## src/rtl/bp_pkg.sv

```systemverilog
// Package: shared counter type and saturating update for the branch predictor.
// Assumes a 2-bit counter whose upper bit is the predicted direction.
package bp_pkg;
    typedef logic [1:0] ctr_t;

    localparam ctr_t CTR_STRONG_NT = 2'b00;
    localparam ctr_t CTR_WEAK_NT   = 2'b01;
    localparam ctr_t CTR_WEAK_T    = 2'b10;
    localparam ctr_t CTR_STRONG_T  = 2'b11;

    // Move the counter one step toward the observed outcome, clamping at the ends.
    function automatic ctr_t ctr_step(input ctr_t cur, input logic taken);
        ctr_t nxt;
        if (taken)
            nxt = (cur == CTR_STRONG_T) ? cur : cur + 2'd1;
        else
            nxt = (cur == CTR_STRONG_NT) ? cur : cur - 2'd1;
        return nxt;
    endfunction
endpackage

```

## src/rtl/bp_table.sv

```systemverilog
// Module: bp_table
// Direct-mapped storage of counter, valid bit and destination per entry.
// One combinational read port, one write port applied at the clock edge.
// Assumes the caller supplies indices already extracted from the PC.
module bp_table
    import bp_pkg::*;
#(
    parameter int PC_W  = 32,
    parameter int IDX_W = 4
) (
    input  logic             clk,
    input  logic             rst_n,
    input  logic [IDX_W-1:0] rd_idx,
    output ctr_t             rd_ctr,
    output logic             rd_valid,
    output logic [PC_W-1:0]  rd_tgt,
    input  logic             wr_en,
    input  logic [IDX_W-1:0] wr_idx,
    input  logic             wr_taken,
    input  logic [PC_W-1:0]  wr_tgt
);
    localparam int ENTRIES = 1 << IDX_W;

    ctr_t            ctr_q [ENTRIES];
    logic            val_q [ENTRIES];
    logic [PC_W-1:0] tgt_q [ENTRIES];

    for (genvar e = 0; e < ENTRIES; e++) begin : g_entry
        logic hit;
        assign hit = wr_en && (wr_idx == IDX_W'(e));

        // Per-entry state: reset to weak-not-taken, step on each resolution hit.
        always_ff @(posedge clk) begin
            if (!rst_n) begin
                ctr_q[e] <= CTR_WEAK_NT;
                val_q[e] <= 1'b0;
                tgt_q[e] <= '0;
            end else if (hit) begin
                ctr_q[e] <= ctr_step(ctr_q[e], wr_taken);
                if (wr_taken) begin
                    val_q[e] <= 1'b1;
                    tgt_q[e] <= wr_tgt;
                end
            end
        end
    end

    // Read port: current (pre-update) contents of the addressed entry.
    always_comb begin
        rd_ctr   = ctr_q[rd_idx];
        rd_valid = val_q[rd_idx];
        rd_tgt   = tgt_q[rd_idx];
    end
endmodule

```

## src/rtl/bp_resolve.sv

```systemverilog
// Module: bp_resolve
// Compares the guess carried with a branch against its real outcome and
// produces the misprediction flag and the redirect address.
// Assumes resolution inputs are meaningful only while res_valid is high.
module bp_resolve #(
    parameter int PC_W = 32
) (
    input  logic            res_valid,
    input  logic [PC_W-1:0] res_pc,
    input  logic            res_taken,
    input  logic [PC_W-1:0] res_target,
    input  logic            res_pred_taken,
    input  logic [PC_W-1:0] res_pred_target,
    output logic            miss,
    output logic [PC_W-1:0] redirect_pc
);
    logic dir_wrong;
    logic tgt_wrong;

    // Misprediction: wrong direction, or right direction (taken) with wrong destination.
    always_comb begin
        dir_wrong = res_taken != res_pred_taken;
        tgt_wrong = res_taken && res_pred_taken && (res_target != res_pred_target);
        miss      = res_valid && (dir_wrong || tgt_wrong);
    end

    // Redirect to the real destination, or fall through after the branch.
    always_comb begin
        redirect_pc = res_taken ? res_target : res_pc + PC_W'(4);
    end
endmodule

```

## src/rtl/bp_nextpc.sv

```systemverilog
// Module: bp_nextpc
// Chooses the fetch address: a pending redirect overrides the prediction.
// Assumes pred_tgt already holds PC+4 for a not-taken prediction.
module bp_nextpc #(
    parameter int PC_W = 32
) (
    input  logic            redirect,
    input  logic [PC_W-1:0] redirect_pc,
    input  logic [PC_W-1:0] pred_tgt,
    output logic [PC_W-1:0] next_pc
);
    // Priority select between correction and prediction.
    always_comb begin
        next_pc = redirect ? redirect_pc : pred_tgt;
    end
endmodule

```

## src/rtl/bp_unit.sv

```systemverilog
// Module: bp_unit (top)
// Two-bit branch predictor with decode/execute flush on misprediction.
// Fetch lookup is combinational on fetch_pc; resolution from execute updates
// the table at the following clock edge. Assumes word-aligned PCs.
module bp_unit
    import bp_pkg::*;
#(
    parameter int PC_W    = 32,
    parameter int IDX_W   = 4,
    parameter int IDX_LSB = 2
) (
    input  logic            clk,
    input  logic            rst_n,
    input  logic [31:0]     fetch_pc,
    output logic            pred_taken,
    output logic [31:0]     pred_target,
    output logic [31:0]     next_pc,
    input  logic            res_valid,
    input  logic [31:0]     res_pc,
    input  logic            res_taken,
    input  logic [31:0]     res_target,
    input  logic            res_pred_taken,
    input  logic [31:0]     res_pred_target,
    output logic            flush_dec,
    output logic            flush_exe,
    output logic [31:0]     correct_pc
);
    localparam int IDX_MSB = IDX_LSB + IDX_W - 1;

    logic [IDX_W-1:0] f_idx;
    logic [IDX_W-1:0] r_idx;
    ctr_t             f_ctr;
    logic             f_valid;
    logic [PC_W-1:0]  f_tgt;
    logic             miss;

    // Table indices from the configured PC bit slice.
    always_comb begin
        f_idx = fetch_pc[IDX_MSB:IDX_LSB];
        r_idx = res_pc[IDX_MSB:IDX_LSB];
    end

    bp_table #(.PC_W(PC_W), .IDX_W(IDX_W)) i_table (
        .clk      (clk),
        .rst_n    (rst_n),
        .rd_idx   (f_idx),
        .rd_ctr   (f_ctr),
        .rd_valid (f_valid),
        .rd_tgt   (f_tgt),
        .wr_en    (res_valid),
        .wr_idx   (r_idx),
        .wr_taken (res_taken),
        .wr_tgt   (res_target)
    );

    // Fetch-side guess: only a valid entry with upper counter bit set predicts taken.
    always_comb begin
        pred_taken  = f_valid && f_ctr[1];
        pred_target = pred_taken ? f_tgt : fetch_pc + PC_W'(4);
    end

    bp_resolve #(.PC_W(PC_W)) i_resolve (
        .res_valid       (res_valid),
        .res_pc          (res_pc),
        .res_taken       (res_taken),
        .res_target      (res_target),
        .res_pred_taken  (res_pred_taken),
        .res_pred_target (res_pred_target),
        .miss            (miss),
        .redirect_pc     (correct_pc)
    );

    bp_nextpc #(.PC_W(PC_W)) i_nextpc (
        .redirect    (miss),
        .redirect_pc (correct_pc),
        .pred_tgt    (pred_target),
        .next_pc     (next_pc)
    );

    // Both younger stages are discarded on the same miss.
    always_comb begin
        flush_dec = miss;
        flush_exe = miss;
    end
endmodule

```

## config.mk

```make
export PLATFORM = sky130hd
export DESIGN_NAME = bp_unit
export DESIGN_NICKNAME = d
export VERILOG_FILES = /design/src/rtl/bp_pkg.sv /design/src/rtl/bp_table.sv /design/src/rtl/bp_resolve.sv /design/src/rtl/bp_nextpc.sv /design/src/rtl/bp_unit.sv
export SDC_FILE = /design/constraint.sdc
export NUM_CORES = 1
export LEC_CHECK = 0
export ABC_AREA = 1
export BUFFER_PORTS_ARGS = -buffer_cell sky130_fd_sc_hd__buf_2
export CORE_MARGIN = 10
export CORE_UTILIZATION = 27
export CTS_CLUSTER_DIAMETER = 150
export CTS_CLUSTER_SIZE = 8
export DETAILED_ROUTE_END_ITERATION = 8
export GPL_ROUTABILITY_DRIVEN = 0
export GPL_TIMING_DRIVEN = 0
export SLEW_MARGIN = 30
export SYNTH_ARGS = -nofsm -noshare
export SYNTH_HDL_FRONTEND = slang
export SYNTH_SLANG_ARGS = --single-unit
```

## constraint.sdc

```tcl
create_clock -name clk -period 6.8 [get_ports clk]
set_clock_uncertainty 0.2 [all_clocks]
set_input_delay 0.34 -clock clk [delete_from_list [all_inputs] [get_ports clk]]
set_output_delay 0.34 -clock clk [all_outputs]
set_load 0.1 [all_outputs]
```

==> results.sh, run 1 <==
export IMPL_status="finished, final reports clean"
export IMPL_placedCellCount=4771
export IMPL_cts_buffers=79
export IMPL_synth_area_top_cells="sky130_fd_sc_hd__edfxtp_1, sky130_fd_sc_hd__nand2_1, sky130_fd_sc_hd__nor2_1"
export IMPL_final_min_period_over_clock_period_pct=61.04
export IMPL_netlist_area_mm2=0.02787
export IMPL_dieWidth_um=341.3
export IMPL_design_die_area_mm2=0.1165
export IMPL_start_util_pct=27.28
export IMPL_drt_first_iter_violations=3170
export IMPL_yosys_area_top_type="sky130_fd_sc_hd__edfxtp_1"
export IMPL_vdd_ir_drop_worst_mv=0.1994
export IMPL_yosys_register_bits=560
export IMPL_clock_root_buffer="sky130_fd_sc_hd__clkbuf_16"
export IMPL_final_layout_size_suffix_gt1_share_pct=12.98
export IMPL_internal_power_mw=6.398
export IMPL_switching_power_mw=2.706
export IMPL_area_share_of_the_leading_cell_type_in_the_synthesized_netlist_pct=60.23
export IMPL_max_freq_ghz=0.2409
export IMPL_sequentialPowerShare_pct=44.4
export IMPL_setup_slack_after_layout_ps=2649
export IMPL_cp_data_required_time_ps=6260
export IMPL_fin_tns_setup_ps=0
export IMPL_die_y_um=341.3
export IMPL_place_area_mm2=0.03143
export IMPL_slew_violations=0
export IMPL_syn_inst=3153
export IMPL_firstDrtPassIters=6
export IMPL_finalSetupViolations=0
export IMPL_drc_errors=0
export IMPL_core_region_area_mm2=0.1022
export IMPL_synth_edff_count=559
export IMPL_min_period_ps=4151
export IMPL_clock_power_share_pct=38.6
export IMPL_routed_wire_length_um=105000
export IMPL_syn_mean_instance_area_um2=8.839
export IMPL_synth_async_reset_ratio_pct=0
export IMPL_setup_repair_after_global_routing_missed_its_margin="no"
export IMPL_setup_worst_path_end_class="output port"
export IMPL_start_kind="primary input"
export IMPL_reg_clk_slew_reported_paths_ps=50
export IMPL_synth_seq_area_share_pct=60.30
export IMPL_i_o_pins=232
export IMPL_cts_resized_gates=0
export IMPL_number_of_antenna_violations_at_the_first_check_in_global_routing=2
export IMPL_leakage_power_of_the_design_nw=13.00
export IMPL_syn_nets=3292
export IMPL_yosysUniqueCellTypes=30
export IMPL_layoutNonFillerInstCount=4867
export IMPL_first_global_vias=23100
export IMPL_max_slew_margin_pct=28.28
export IMPL_port_buffer_cells=229
export IMPL_worst_hold_path_type="primary input to flip-flop"
export IMPL_report_power_total_mw=9.104
export IMPL_detail_route_antenna_nets=0
export IMPL_drt_vias_per_instance=5.004
export IMPL_critPathArrivalTime_ps=3610
export IMPL_synthFlopType="sky130_fd_sc_hd__edfxtp_1"
export IMPL_cap_viol_max_count=0
export IMPL_post_place_ws_ps=2850
export IMPL_final_fill_count=10620
export IMPL_holdWs_ps=16.57
export IMPL_finalInstanceArea_mm2=0.03357
export IMPL_timing_final_hold_violations=0
export IMPL_numClockSinks=560
export IMPL_gr_usage_all_layers_pct=17.18
export IMPL_tightest_slew_ps=1076
export IMPL_power_density_mw_per_mm2=271.2
export IMPL_std_cell_rows=117
export IMPL_cts_h_tree_lvls=3
export IMPL_critical_path_peak_fanout=10
export IMPL_first_pass_grt_wire_length_um=150600
export IMPL_yosys_warnings=0
export IMPL_detail_route_wl_per_cell_um=21.57
export IMPL_place_hpwl_um=78600
export IMPL_switching_share_pct=29.72
export IMPL_vias=24354
export IMPL_cts_tree="done"
export IMPL_final_core_util_pct=32.85
export IMPL_max_buffers_root_to_sink=3
export IMPL_globalRoute_totalOverflow=0
export IMPL_fin_nets=3626
export IMPL_power_share_combinational_pct=17.0
export IMPL_clk_insertion_delay_late_ps=600
export IMPL_crit_type="primary input to output port"
export IMPL_areaGrowthSynthToFinish_pct=20.45
export IMPL_grt_start_max_net_pins=34
-- cells in the mapped netlist (24+ instances only) --
library cell               instances
sky130_fd_sc_hd__clkbuf_1         98
sky130_fd_sc_hd__buf_2            60
sky130_fd_sc_hd__xnor2_1          41
sky130_fd_sc_hd__inv_1           124
sky130_fd_sc_hd__nand3_1         181
sky130_fd_sc_hd__edfxtp_1        559
sky130_fd_sc_hd__nand4_1         101
sky130_fd_sc_hd__inv_2            24
sky130_fd_sc_hd__nand2_1         926
sky130_fd_sc_hd__a22oi_1          32
sky130_fd_sc_hd__a21oi_1          56
sky130_fd_sc_hd__o21ai_0          90
sky130_fd_sc_hd__nor2_1          755
-- critical path, stage by stage --
cell	delay (ps)
sky130_fd_sc_hd__dlygate4sd3_1	550
sky130_fd_sc_hd__buf_2	140
sky130_fd_sc_hd__inv_1	340
sky130_fd_sc_hd__nand2_1	100
sky130_fd_sc_hd__nand2_1	70
sky130_fd_sc_hd__nand2_1	60
sky130_fd_sc_hd__nor2_1	90
sky130_fd_sc_hd__nand2_1	100
sky130_fd_sc_hd__nor2_1	130
sky130_fd_sc_hd__nand2_1	60
sky130_fd_sc_hd__nand2_1	50
sky130_fd_sc_hd__nand2_1	160
sky130_fd_sc_hd__nand2_1	310
sky130_fd_sc_hd__buf_1	410
sky130_fd_sc_hd__nand2_1	120
sky130_fd_sc_hd__nand2_1	110
sky130_fd_sc_hd__buf_2	440
-- power by group through the flow --
stage                     logic, mW  registers, mW  clock network (mW)
final                          1.55           4.04                3.52
after global routing           1.61           4.05                3.69
after CTS                      1.53           4.04                3.53
after detailed placement       1.53           4.10                   0
after global placement         1.47           4.12                   0
after floorplan                1.02           4.10                   0
-- path summary, 6_finish.rpt --
path / depth (start not counted) / slack (ps) / endpoint / start
hold / removal: 3 / 20 / i_table.tgt_q[4][7] / res_target[7]
hold reg to reg: 2 / 280 / i_table.val_q[8] / i_table.val_q[8]
setup reg to reg: 3 / 5270 / i_table.ctr_q[1][0] / i_table.ctr_q[1][1]
setup / recovery: 17 / 2650 / next_pc[22] / res_target[13]
-- kinds of logic (layout without fill, tap and decap cells) --
group                    count (synthesis)  in the layout  share of synthesized area [%]
other                                    0              2                              0
adder cells (fa/ha/maj)                  6              6                         0.2694
AO/OA/AOI/OAI                          184            184                          3.632
AND/OR/NAND/NOR                       1994           1994                          28.84
XOR/XNOR                                61             61                          1.917
buffers and inverters                  348            692                          5.037
flip-flops                             560            560                          60.30
-- final cells by class --
class | instances | area [um2] | area share (%)
Clock buffer | 88 | 2074 | 6.179
Buffer | 185 | 794.5 | 2.367
Tap cell | 1368 | 1712 | 5.099
Multi-Input combinational cell | 2245 | 9829 | 29.28
Sequential cell | 560 | 16810 | 50.06
Antenna cell | 2 | 5.005 | 0.01491
Clock inverter | 3 | 33.78 | 0.1006
Timing Repair Buffer | 253 | 1704 | 5.076
Inverter | 163 | 611.8 | 1.823
-- flip-flops by register name (all words and copies together) (netlist names) --
register       cells
i_table.ctr_q     32
i_table.tgt_q    512
i_table.val_q     16
-- per-layer routing --
layer	up-vias	global-route usage (%)	part of all wire, %
li1	11065	-	-
met1	11664	22.68	39
met2	1400	26.98	46
met3	225	3.887	11
met4	0	7.005	4.0
met5	-	0	0
-- timing repair --
action                                  in CTS  in global routing
endpoints found under the hold margin        3                  0
hold buffers                                 3                  0
setup buffers                                0                  0
endpoints found under the setup margin       0                  0
-- cells in the final DEF, fill, tap and decap left out, drive strengths merged, types with 20 or more instances in the layout --
cell type	n
clkbuf	186
a22oi	32
xor2	20
nand3	181
nand4	101
buf	337
inv	150
nand2	928
o21ai	90
edfxtp	559
nor2	758
a21oi	56
xnor2	41
Note: power is estimated with default switching activity, not from simulation.
==> inputs of run 2 (changes only) <==
--- a/config.mk
+++ b/config.mk
@@ -5,7 +5,7 @@
 export SDC_FILE = /design/constraint.sdc
 export NUM_CORES = 1
 export LEC_CHECK = 0
-export ABC_AREA = 1
+export ABC_AREA = 0
 export BUFFER_PORTS_ARGS = -buffer_cell sky130_fd_sc_hd__buf_2
 export CORE_MARGIN = 10
 export CORE_UTILIZATION = 27
==> constraint.sdc (replaced) <==
create_clock -name clk -period 4.3 [get_ports clk]
set_clock_uncertainty 0.2 [all_clocks]
set_input_delay 0.215 -clock clk [delete_from_list [all_inputs] [get_ports clk]]
set_output_delay 0.215 -clock clk [all_outputs]
set_load 0.1 [all_outputs]
==> run 2 against run 1 <==
  * The run now ends with negative setup slack left
  * Via count shrank 16%
  * Clock-buffer cell count grew 2
  * Global-route usage grew 1.8 points
  * Sequential share of layout area shrank 0.67 points
  * Worst hold slack gained 20 ps
  * Combinational power grew 62%
  * Power grew 60%
  * Worst setup slack lost 2700 ps
  * Cell area grew 1.4%
  * Synthesized cell count shrank 33%
==> results.sh, run 2 <==
export IMPL_status="finished, violations left"
export IMPL_failing_checks="negative setup slack"
export IMPL_core_region_area_mm2=0.1038
export IMPL_cp_data_required_time_ps=3880
export IMPL_area_share_of_the_leading_cell_type_in_the_synthesized_netlist_pct=59.35
export IMPL_power_density_mw_per_mm2=427.3
export IMPL_switching_power_mw=4.255
export IMPL_areaGrowthSynthToFinish_pct=20.30
export IMPL_yosys_warnings=0
export IMPL_numClockSinks=560
export IMPL_routed_wire_length_um=116100
export IMPL_critical_path_peak_fanout=10
export IMPL_start_kind="flip-flop"
export IMPL_fin_nets=2585
export IMPL_timing_critical_path_cells="nand2_1 > mux4_2 > o311ai_4 > clkbuf_2 > o21ai_0 > o21ai_1 > mux2_2 > buf_2"
export IMPL_firstDrtPassIters=6
export IMPL_port_buffer_cells=204
export IMPL_grt_start_max_net_pins=28
export IMPL_syn_inst=2127
export IMPL_final_fill_count=10174
export IMPL_yosys_register_bits=560
export IMPL_crit_type="flip-flop to output port"
export IMPL_fin_tns_setup_ps=-36.36
export IMPL_post_synth_top_count_cell="sky130_fd_sc_hd__edfxtp_1"
export IMPL_final_common_cell="sky130_fd_sc_hd__edfxtp_1"
export IMPL_regMostFlops="i_table.tgt_q"
export IMPL_cts_h_tree_lvls=3
export IMPL_syn_mean_instance_area_um2=13.30
export IMPL_design_die_area_mm2=0.1181
export IMPL_synth_area_top_cells="sky130_fd_sc_hd__edfxtp_1, sky130_fd_sc_hd__and2_1, sky130_fd_sc_hd__mux4_2"
export IMPL_leakage_power_of_the_design_nw=11.77
export IMPL_finalInstanceArea_mm2=0.03403
export IMPL_sequentialPowerShare_pct=43.9
export IMPL_cpMaxStageDelayCell="sky130_fd_sc_hd__mux4_2"
export IMPL_rr_worst_depth=2
export IMPL_min_period_ps=4325
export IMPL_yosysUniqueCellTypes=54
export IMPL_most_common_layout_cells="sky130_fd_sc_hd__edfxtp_1, sky130_fd_sc_hd__and2_1, sky130_fd_sc_hd__buf_2, sky130_fd_sc_hd__clkbuf_1, sky130_fd_sc_hd__nand2_1"
export IMPL_worst_hold_path_type="primary input to flip-flop"
export IMPL_synth_seq_area_share_pct=59.42
export IMPL_synth_top_cells_by_count="sky130_fd_sc_hd__edfxtp_1, sky130_fd_sc_hd__and2_1, sky130_fd_sc_hd__nand2_1"
export IMPL_layout_top_registers="i_table.tgt_q x512, i_table.ctr_q x32, i_table.val_q x16"
export IMPL_clock_root_buffer="sky130_fd_sc_hd__clkbuf_16"
export IMPL_holdWs_ps=36.74
export IMPL_place_hpwl_um=83550
export IMPL_final_layout_size_suffix_gt1_share_pct=23.27
export IMPL_max_buffers_root_to_sink=3
export IMPL_synth_edff_count=559
export IMPL_first_global_vias=19739
export IMPL_number_of_flip_flops_in_the_largest_register=512
export IMPL_first_pass_grt_wire_length_um=156500
export IMPL_setup_repair_after_global_routing_missed_its_margin="no"
export IMPL_setup_slack_after_layout_ps=-24.73
export IMPL_synth_async_reset_ratio_pct=0
export IMPL_final_min_period_over_clock_period_pct=100.6
export IMPL_internal_power_mw=10.28
export IMPL_worst_path_largest_cell_delay_ps=510
export IMPL_cts_tree="done"
export IMPL_holdPathStages=2
export IMPL_dieWidth_um=343.7
export IMPL_place_area_mm2=0.03163
export IMPL_switching_share_pct=29.26
export IMPL_gr_usage_all_layers_pct=18.96
export IMPL_detail_route_antenna_nets=0
export IMPL_critPathArrivalTime_ps=3910
export IMPL_drt_vias_per_instance=5.350
export IMPL_clock_power_share_pct=38.8
export IMPL_netlist_area_mm2=0.02828
export IMPL_vias=20571
export IMPL_reg2reg_setup_slack_ps=2690
export IMPL_reg_clk_slew_reported_paths_ps=50
export IMPL_std_cell_rows=118
export IMPL_number_of_antenna_violations_at_the_first_check_in_global_routing=27
export IMPL_max_freq_ghz=0.2312
export IMPL_drt_first_iter_violations=3305
export IMPL_tightest_slew_ps=1113
export IMPL_clk_insertion_delay_late_ps=630
export IMPL_slew_violations=0
export IMPL_finalSetupViolations=2
export IMPL_power_share_combinational_pct=17.3
export IMPL_setup_worst_path_end_class="output port"
export IMPL_start_util_pct=27.25
export IMPL_drc_errors=0
export IMPL_max_slew_margin_pct=25.80
export IMPL_vdd_ir_drop_worst_mv=0.2596
export IMPL_syn_nets=2266
export IMPL_timing_final_hold_violations=0
export IMPL_detail_route_wl_per_cell_um=30.19
export IMPL_synthFlopType="sky130_fd_sc_hd__edfxtp_1"
export IMPL_cap_viol_max_count=0
export IMPL_i_o_pins=232
export IMPL_yosys_area_top_type="sky130_fd_sc_hd__edfxtp_1"
export IMPL_cts_buffers=79
export IMPL_globalRoute_totalOverflow=0
export IMPL_die_y_um=343.7
==> run 2: repair_timing <==
action,in CTS,in global routing
pin swaps,0,1
resized for setup,18,10
hold endpoints to repair,59,0
hold buffers,10,0
endpoints found under the setup margin,39,29
buffers inserted,0,3
==> run 2: area by class of cell <==
| type | instances | area (um2) | area share [%] |
|---|---|---|---|
| buffer | 194 | 895.9 | 2.633 |
| timing repair buffer | 238 | 1556 | 4.575 |
| clock buffer | 90 | 2082 | 6.119 |
| clock inverter | 3 | 33.78 | 0.09929 |
| inverter | 8 | 32.53 | 0.09561 |
| antenna | 7 | 17.52 | 0.05148 |
| multi-input combinational | 1365 | 10870 | 31.96 |
| sequential | 560 | 16810 | 49.39 |
| tap | 1380 | 1727 | 5.075 |
==> run 2: metal layers <==
metal	vias up	GRT usage, %	part of all wire (%)
li1	8386	-	-
met1	10410	25.15	39
met2	1476	28.66	44
met3	279	6.262	13
met4	20	6.792	4.0
met5	-	0	0.11
==> run 2: path summary, 6_finish.rpt <==
path | from | endpoint
hold / removal | res_target[12] | i_table.tgt_q[4][12]
hold reg to reg | i_table.val_q[8] | i_table.val_q[8]
setup reg to reg | i_table.ctr_q[1][1] | i_table.ctr_q[1][1]
setup / recovery | i_table.ctr_q[2][1] | next_pc[31]
==> run 2: metrics by stage <==
stage               std cells  power [mW]  utilization (%)  worst slack [ps]
global route             3839       14.84            32.77             2.922
CTS                      3835       14.50            32.72             5.857
finish                   3845       14.54            32.78            -24.73
detailed placement       3732       8.940            30.48            -667.8
floorplan                2127       8.109                -            -197.4
global placement         3711       8.885            29.92             -2829
==> run 2: cells by family after synthesis <==
kind of cell,share of synthesized area [%]
buffers and inverters,3.163
muxes,13.24
xor gates and xnor gates,3.716
and+or+nand+nor,16.97
AOI/OAI and AO/OA,3.216
DFF,59.42
adders and majority gates,0.2654
==> run 2: power by group through the flow <==
stage	logic [mW]	registers, mW	clock network [mW]
floorplan	1.65	6.46	0
global placement	2.39	6.50	0
detailed placement	2.45	6.49	0
CTS	2.48	6.39	5.63
global route	2.57	6.41	5.86
finish	2.51	6.39	5.64
==> run 2: critical path, delay by kind of cell (launching register included) <==
family / cells / cell delay (ps)
AO/OA/AOI/OAI: 3 / 1040
buffers and inverters: 2 / 920
multiplexers: 2 / 730
flip-flops: 1 / 490
AND/OR/NAND/NOR: 1 / 90
